`src/rtl/latched_bus_xcvr_pkg.sv`:
```
package latched_bus_xcvr_pkg;

    typedef enum logic [1:0] {
        PATH_OFF  = 2'd0,
        PATH_HOLD = 2'd1,
        PATH_PASS = 2'd2
    } path_mode_e;

    function automatic path_mode_e decode_mode(input logic sel_n, input logic cap_n);
        if (sel_n)      return PATH_OFF;
        else if (cap_n) return PATH_HOLD;
        else            return PATH_PASS;
    endfunction

endpackage

```
`src/rtl/latched_bus_xcvr_path.sv`:
```
module latched_bus_xcvr_path
    import latched_bus_xcvr_pkg::*;
#(
    parameter int LANE_W = 8
) (
    input  logic              clk,
    input  logic              rst_n,
    input  logic              sel_n,
    input  logic              cap_n,
    input  logic              drv_n,
    input  logic [LANE_W-1:0] src,
    output logic [LANE_W-1:0] dst,
    output logic [LANE_W-1:0] dst_oe
);

    typedef struct packed {
        logic [LANE_W-1:0] held;
    } path_state_t;

    path_state_t st_d, st_q;
    path_mode_e  mode;

    always_comb begin
        mode = decode_mode(sel_n, cap_n);
        st_d = st_q;
        dst  = st_q.held;
        case (mode)
            PATH_PASS: begin
                st_d.held = src;
                dst       = src;
            end
            PATH_HOLD: st_d.held = st_q.held;
            default:   st_d.held = st_q.held;
        endcase
        dst_oe = {LANE_W{(mode != PATH_OFF) && !drv_n}};
    end

    always_ff @(posedge clk or negedge rst_n) begin
        if (!rst_n) begin
            st_q <= '0;
        end else begin
            st_q <= st_d;
        end
    end

endmodule

```
`src/rtl/latched_bus_xcvr_section.sv`:
```
module latched_bus_xcvr_section #(
    parameter int LANE_W = 8
) (
    input  logic              clk,
    input  logic              rst_n,
    input  logic              ab_sel_n,
    input  logic              ab_cap_n,
    input  logic              ab_drv_n,
    input  logic              ba_sel_n,
    input  logic              ba_cap_n,
    input  logic              ba_drv_n,
    input  logic [LANE_W-1:0] a_in,
    output logic [LANE_W-1:0] a_out,
    output logic [LANE_W-1:0] a_oe,
    input  logic [LANE_W-1:0] b_in,
    output logic [LANE_W-1:0] b_out,
    output logic [LANE_W-1:0] b_oe
);

    latched_bus_xcvr_path #(.LANE_W(LANE_W)) u_a2b (
        .clk    (clk),
        .rst_n  (rst_n),
        .sel_n  (ab_sel_n),
        .cap_n  (ab_cap_n),
        .drv_n  (ab_drv_n),
        .src    (a_in),
        .dst    (b_out),
        .dst_oe (b_oe)
    );

    latched_bus_xcvr_path #(.LANE_W(LANE_W)) u_b2a (
        .clk    (clk),
        .rst_n  (rst_n),
        .sel_n  (ba_sel_n),
        .cap_n  (ba_cap_n),
        .drv_n  (ba_drv_n),
        .src    (b_in),
        .dst    (a_out),
        .dst_oe (a_oe)
    );

endmodule

```
`src/rtl/latched_bus_xcvr.sv`:
```
module latched_bus_xcvr #(
    parameter int LANE_W   = 8,
    parameter int SECTIONS = 2
) (
    input  logic                       clk,
    input  logic                       rst_n,
    input  logic [SECTIONS-1:0]        ab_sel_n,
    input  logic [SECTIONS-1:0]        ab_cap_n,
    input  logic [SECTIONS-1:0]        ab_drv_n,
    input  logic [SECTIONS-1:0]        ba_sel_n,
    input  logic [SECTIONS-1:0]        ba_cap_n,
    input  logic [SECTIONS-1:0]        ba_drv_n,
    input  logic [LANE_W*SECTIONS-1:0] a_in,
    output logic [LANE_W*SECTIONS-1:0] a_out,
    output logic [LANE_W*SECTIONS-1:0] a_oe,
    input  logic [LANE_W*SECTIONS-1:0] b_in,
    output logic [LANE_W*SECTIONS-1:0] b_out,
    output logic [LANE_W*SECTIONS-1:0] b_oe
);

    localparam int BUS_W = LANE_W * SECTIONS;

    logic [BUS_W-1:0] a_out_w, a_oe_w, b_out_w, b_oe_w;

    for (genvar s = 0; s < SECTIONS; s++) begin : g_sec
        latched_bus_xcvr_section #(.LANE_W(LANE_W)) u_sec (
            .clk      (clk),
            .rst_n    (rst_n),
            .ab_sel_n (ab_sel_n[s]),
            .ab_cap_n (ab_cap_n[s]),
            .ab_drv_n (ab_drv_n[s]),
            .ba_sel_n (ba_sel_n[s]),
            .ba_cap_n (ba_cap_n[s]),
            .ba_drv_n (ba_drv_n[s]),
            .a_in     (a_in[s*LANE_W +: LANE_W]),
            .a_out    (a_out_w[s*LANE_W +: LANE_W]),
            .a_oe     (a_oe_w[s*LANE_W +: LANE_W]),
            .b_in     (b_in[s*LANE_W +: LANE_W]),
            .b_out    (b_out_w[s*LANE_W +: LANE_W]),
            .b_oe     (b_oe_w[s*LANE_W +: LANE_W])
        );
    end

    assign a_out = a_out_w;
    assign a_oe  = a_oe_w;
    assign b_out = b_out_w;
    assign b_oe  = b_oe_w;

endmodule

```
`config.mk`:
```
export PLATFORM = sky130hd
export DESIGN_NAME = latched_bus_xcvr
export DESIGN_NICKNAME = d
export VERILOG_FILES = /design/src/rtl/latched_bus_xcvr_pkg.sv /design/src/rtl/latched_bus_xcvr_path.sv /design/src/rtl/latched_bus_xcvr_section.sv /design/src/rtl/latched_bus_xcvr.sv
export SDC_FILE = /design/constraint.sdc
export NUM_CORES = 1
export LEC_CHECK = 0
export ABC_AREA = 1
export BUFFER_PORTS_ARGS = -buffer_cell sky130_fd_sc_hd__buf_2
export CAP_MARGIN = 20
export CORE_MARGIN = 8
export CORE_UTILIZATION = 36
export DETAILED_ROUTE_END_ITERATION = 8
export HOLD_SLACK_MARGIN = 0.12
export PLACE_DENSITY_LB_ADDON = 0.25
export SLEW_MARGIN = 20
export SYNTH_ARGS = -nofsm -noshare
export SYNTH_HDL_FRONTEND = slang
export SYNTH_HIERARCHICAL = 1
export SYNTH_SLANG_ARGS = --single-unit
```
`constraint.sdc`:
```
create_clock -name clk -period 1 [get_ports clk]
set_input_delay 0.2 -clock clk [delete_from_list [all_inputs] [get_ports clk]]
set_output_delay 0.2 -clock clk [all_outputs]
set_load 0.01 [all_outputs]
```
# After elaboration in Yosys (flattened, before gate mapping)
# Index checks and enable logic that the tools add are counted.
[totals] output_inout_bits=64 in_bits=46 elab_cells=32 ff_bits=32
[op_classes] n_reduce_logical=12 mux=12 eq_ne=4
[ops] op="two-way mux 8 bit" count=4
[ops] op="two-way mux 2 bit" count=8
[ops] op="equality test 2 bit (second input constant)" count=4
[ops] op="nonzero test 2 bit" count=4
[ops] op="logical AND 1 bit" count=4
[ops] op="zero test 1 bit" count=4

# Logic depth before layout (Yosys ltp)
[depth] depth_word=4 ltp_mapped=4 ltp_nobuf=3

# Hierarchy
# The synthesis kept the hierarchy.
[by_module_without_submodules] module="latched_bus_xcvr_path" seq_area_each_um2=200.2 cells_per_inst=42 area_each_um2=379.1 instances=4

# Worst setup path after synthesis
# No wires, ideal clock.
[synth_path] path_kind="input port to output port" from="in ba_sel_n[1]" to="out a_oe[10]" n_path_buf=2 arrival_ns=0.919 required_time_ns=0.800 path_stages=3 slack_ns=-0.119 path_cell_list="buf_6 -> nor2_1 -> buf_4"
[synth_between] elab_chain_cells=3
[synth_lines] item="start: declaration" line_no="latched_bus_xcvr.sv:10" text="input logic [SECTIONS-1:0] ba_sel_n,"
[synth_lines] item="two-way mux 2 bit" line_no="latched_bus_xcvr_pkg.sv:10" text="if (sel_n) return PATH_OFF;"
[synth_lines] item="nonzero test 2 bit" line_no="latched_bus_xcvr_path.sv:35" text="dst_oe = {LANE_W{(mode != PATH_OFF) && !drv_n}};"
[synth_lines] item="logical AND 1 bit" line_no="latched_bus_xcvr_path.sv:35"
[synth_lines] item="end: declaration" line_no="latched_bus_xcvr.sv:15" text="output logic [LANE_W*SECTIONS-1:0] a_oe,"
# No other way between the ends.

# Worst setup path in the final report
[layout_path] from="reg g_sec[0].u_sec/u_b2a/st_q[2] (netlist name)" to="out a_out[2]"
[layout_between] elab_chain_cells=1
[layout_lines] item="start: declaration" line_no="latched_bus_xcvr_path.sv:20" text="path_state_t st_d, st_q;"
[layout_lines] item="start signal: assignment" line_no="latched_bus_xcvr_path.sv:42" text="st_q <= st_d;"
[layout_lines] item="two-way mux 8 bit" line_no="latched_bus_xcvr_path.sv:27" text="case (mode)"
[layout_lines] item="end: declaration" line_no="latched_bus_xcvr.sv:14" text="output logic [LANE_W*SECTIONS-1:0] a_out,"
# No other way between the ends.

==> impl_metrics.py <==
metrics = {
    "die": {
        "start_util_pct": 37.6,
        "core_area_um2": 4030,
        "die_y_um": 80.9,
        "num_io_pins": 110,
        "fp.dieW_um": 80.9,
        "rows": 23,
        "die-area_um2": 6540,
    },
    "clock_tree": {
        "root_buffer": "clkbuf_8",
        "clk_pin_slew_worst_paths_ns": 0.07,
        "clock-sinks": 32,
        "cts_buffers": 5,
        "clockBufferDepth": 2,
        "htreeDepth": 2,
        "worstSkewPairLatency_ns": 0.27,
        "cts_tree": "yes",
    },
    "timing": {
        "fin_skew_ns": 0,
        "fin_ws_ns": -0.191,
        "relSlewSlack_pct": 81.5,
        "max_freq_mhz": 839,
        "final_max_slew_viol_count": 0,
        "max_slew.worst_pin.slew_ns": 0.277,
        "finalSetupViolCount": 40,
        "finalCriticalPeriod_ns": 1.19,
        "finalHoldViolCount": 0,
        "rsz0062_at_grt": "true",
        "post-route-period-util_pct": 119,
        "setup_tns_ns": -4.53,
    },
    "synthesis": {
        "synthCells": 168,
        "synth.distinct_cells": 7,
        "ys_warn_count": 6,
        "syn-num-nets": 214,
        "yosysSeqAreaShare_pct": 52.8,
        "syn_area_um2": 1520,
        "yosysTopAreaCellShare_pct": 52.8,
        "post-synth-top-area-cell": "dfrtp_1",
        "yosys-top-cells-area": "dfrtp_1 53%, nand2_1 16%, buf_4 14%, o21ai_0 11%, buf_6 3.0%",
        "synth_seq_cells": 32,
        "avgSynthCellArea_um2": 9.03,
    },
    "worst_setup_path": {
        "critPathRequiredTime_ns": 0.80,
        "start_kind": "flip-flop",
        "reg2reg_slack_ns": 0,
        "reg2reg_to": "g_sec[1].u_sec/u_b2a/st_q[6]",
        "reg2reg_from": "g_sec[1].u_sec/u_b2a/st_q[6]",
        "critPathArrivalTime_ns": 0.99,
        "worstPathMaxFanout": 2,
        "cpPeakStageDelay_ns": 0.39,
        "crit_path_top_delay_cell": "dfrtp_1",
        "crit_type": "flip-flop to output port",
        "worstPathCellList": "o21ai_2, nand2_1, buf_2",
        "crit_path_end_kind": "output port",
        "ff2ff_path_depth": 5,
    },
    "place": {
        "port_buffers": 109,
        "dp_hpwl_mm": 3.35,
        "gp_congestion": 0.766,
    },
    "route": {
        "antenna_left": 0,
        "dr.max_layer_used": "met4",
        "firstDrtPassIters": 4,
        "wl_met2_mm": 2.72,
        "wire_per_inst_um": 13.9,
        "vias_per_cell": 4.46,
        "dr.first_iter.drc_count": 74,
        "vias": 1596,
        "wirelength_mm": 4.98,
        "drc_errors": 0,
        "drt-met1-wl_mm": 1.71,
        "route.met3.wl_um": 451,
    },
    "outcome": {
        "status": "complete, but fails checks",
        "violations": "negative setup slack",
    },
    "power": {
        "p_leak_nw": 1.52,
        "peakVddDrop_uv": 1040,
        "power.density_nw_per_um2": 1530,
    },
    "final_layout": {
        "syn_to_final_growth_pct": 77.0,
        "finalNetCount": 353,
        "n_antenna_cell": 0,
        "fin_util_pct": 66.6,
        "drive_gt1_share_pct": 59.7,
    },
    "global_routing": {
        "grt_max_degree": 19,
        "grt_overflow": 0,
        "grt.total_usage_pct": 14.9,
        "grt_pass1_vias": 1729,
        "grt_pass1_wl_mm": 7.67,
        "antenna_found_initial": 0,
    },
    "worst_hold_path": {
        "whs_path_depth": 3,
        "hp-class": "primary input to flip-flop",
        "min_from": "a_in[15]",
        "hold-path-endpoint": "g_sec[1].u_sec/u_a2b/st_q[7]",
    },
    "job": {
        "cap_violations": 0,
    },
}
area by class of cell:
type	instances	area, um2
sequential	32	801
multi-input combinational	104	508
fill	354	1350
clock inverter	3	42.5
timing repair buffer	164	1200
tap	50	62.6
clock buffer	5	68.8
synth_stat cells (all sizes together):
library cell,n
nand2,64
buf,32
o21ai,32
dfrtp,32
nor2,8
how the worst max path moves through the flow:
stage / slack (ns) / cells past startpoint / endpoint / from
detailed placement: -0.09 / 5 / a_out[10] / ba_sel_n[1]
global route: -0.26 / 3 / a_out[0] / g_sec[0].u_sec/u_b2a/st_q[0]
finish: -0.19 / 3 / a_out[2] / g_sec[0].u_sec/u_b2a/st_q[2]
floorplan: 0.03 / 3 / a_oe[10] / ba_sel_n[1]
CTS: -0.18 / 3 / a_out[10] / g_sec[1].u_sec/u_b2a/st_q[2]
global placement: -0.08 / 5 / a_out[10] / ba_sel_n[1]
timing repair:
item	CTS	global route
gates cloned	1	0
endpoints found under the hold margin	33	0
resized for setup	71	27
setup buffers	41	9
setup endpoints to repair	40	74
hold buffers	1	0
pin swaps	29	23
sequential cells by signal (all words and copies together) (netlist names):
register / cells
g_sec.u_sec/u_a2b/st_q: 16
g_sec.u_sec/u_b2a/st_q: 16
worst max-delay path: cells and delay by family (launching register included):
| family | cells | cell delay (ns) |
|---|---|---|
| AOI/OAI and AO/OA | 1 | 0.07 |
| buffers and inverters | 1 | 0.15 |
| and+or+nand+nor | 1 | 0.10 |
| DFF | 1 | 0.39 |
stage by stage:
stage | hold slack [ns] | cells | setup WS (ns) | power [W] | cell area (um2)
floorplan | -0.0956 | 168 | 0.0286 | 0.00194 | 1530
global placement | 0.158 | 311 | -0.0842 | 0.00237 | 2000
detailed placement | 0.168 | 311 | -0.0914 | 0.00237 | 2000
CTS | 0.120 | 362 | -0.181 | 0.00410 | 2660
global route | 0.133 | 358 | -0.264 | 0.00432 | 2680
finish | 0.133 | 358 | -0.191 | 0.00410 | 2680
power breakdown:
group | internal (W) | switching [W] | leakage, nW
Combinational | 0.000774 | 0.000608 | 1.07
Sequential | 0.00145 | 0.0000426 | 0.396
Clock | 0.000737 | 0.000489 | 0.0541
per-layer routing:
metal | up-vias | GRT usage, %
li1 | 786 | -
met1 | 731 | 15.2
met2 | 70 | 27.7
met3 | 9 | 4.30
met4 | 0 | 6.25
met5 | - | 0
logic make-up (layout without fill, tap and decap cells):
| kind of cell | after synthesis | count (layout) | synth area share [%] |
|---|---|---|---|
| and+or+nand+nor | 72 | 72 | 19.8 |
| AOI/OAI and AO/OA | 32 | 32 | 10.6 |
| DFF | 32 | 32 | 52.8 |
| buffers and inverters | 32 | 172 | 16.8 |
cell usage in the layout (no fill, tap or decap), drive strengths merged:
master / instances
o21ai: 32
dlygate4sd3: 1
dfrtp: 32
clkbuf: 5
nand2: 64
clkinv: 1
nor2: 8
buf: 162
bufinv: 1
clkinvlp: 1
bufbuf: 1
(Power assumes the default switching activity.)
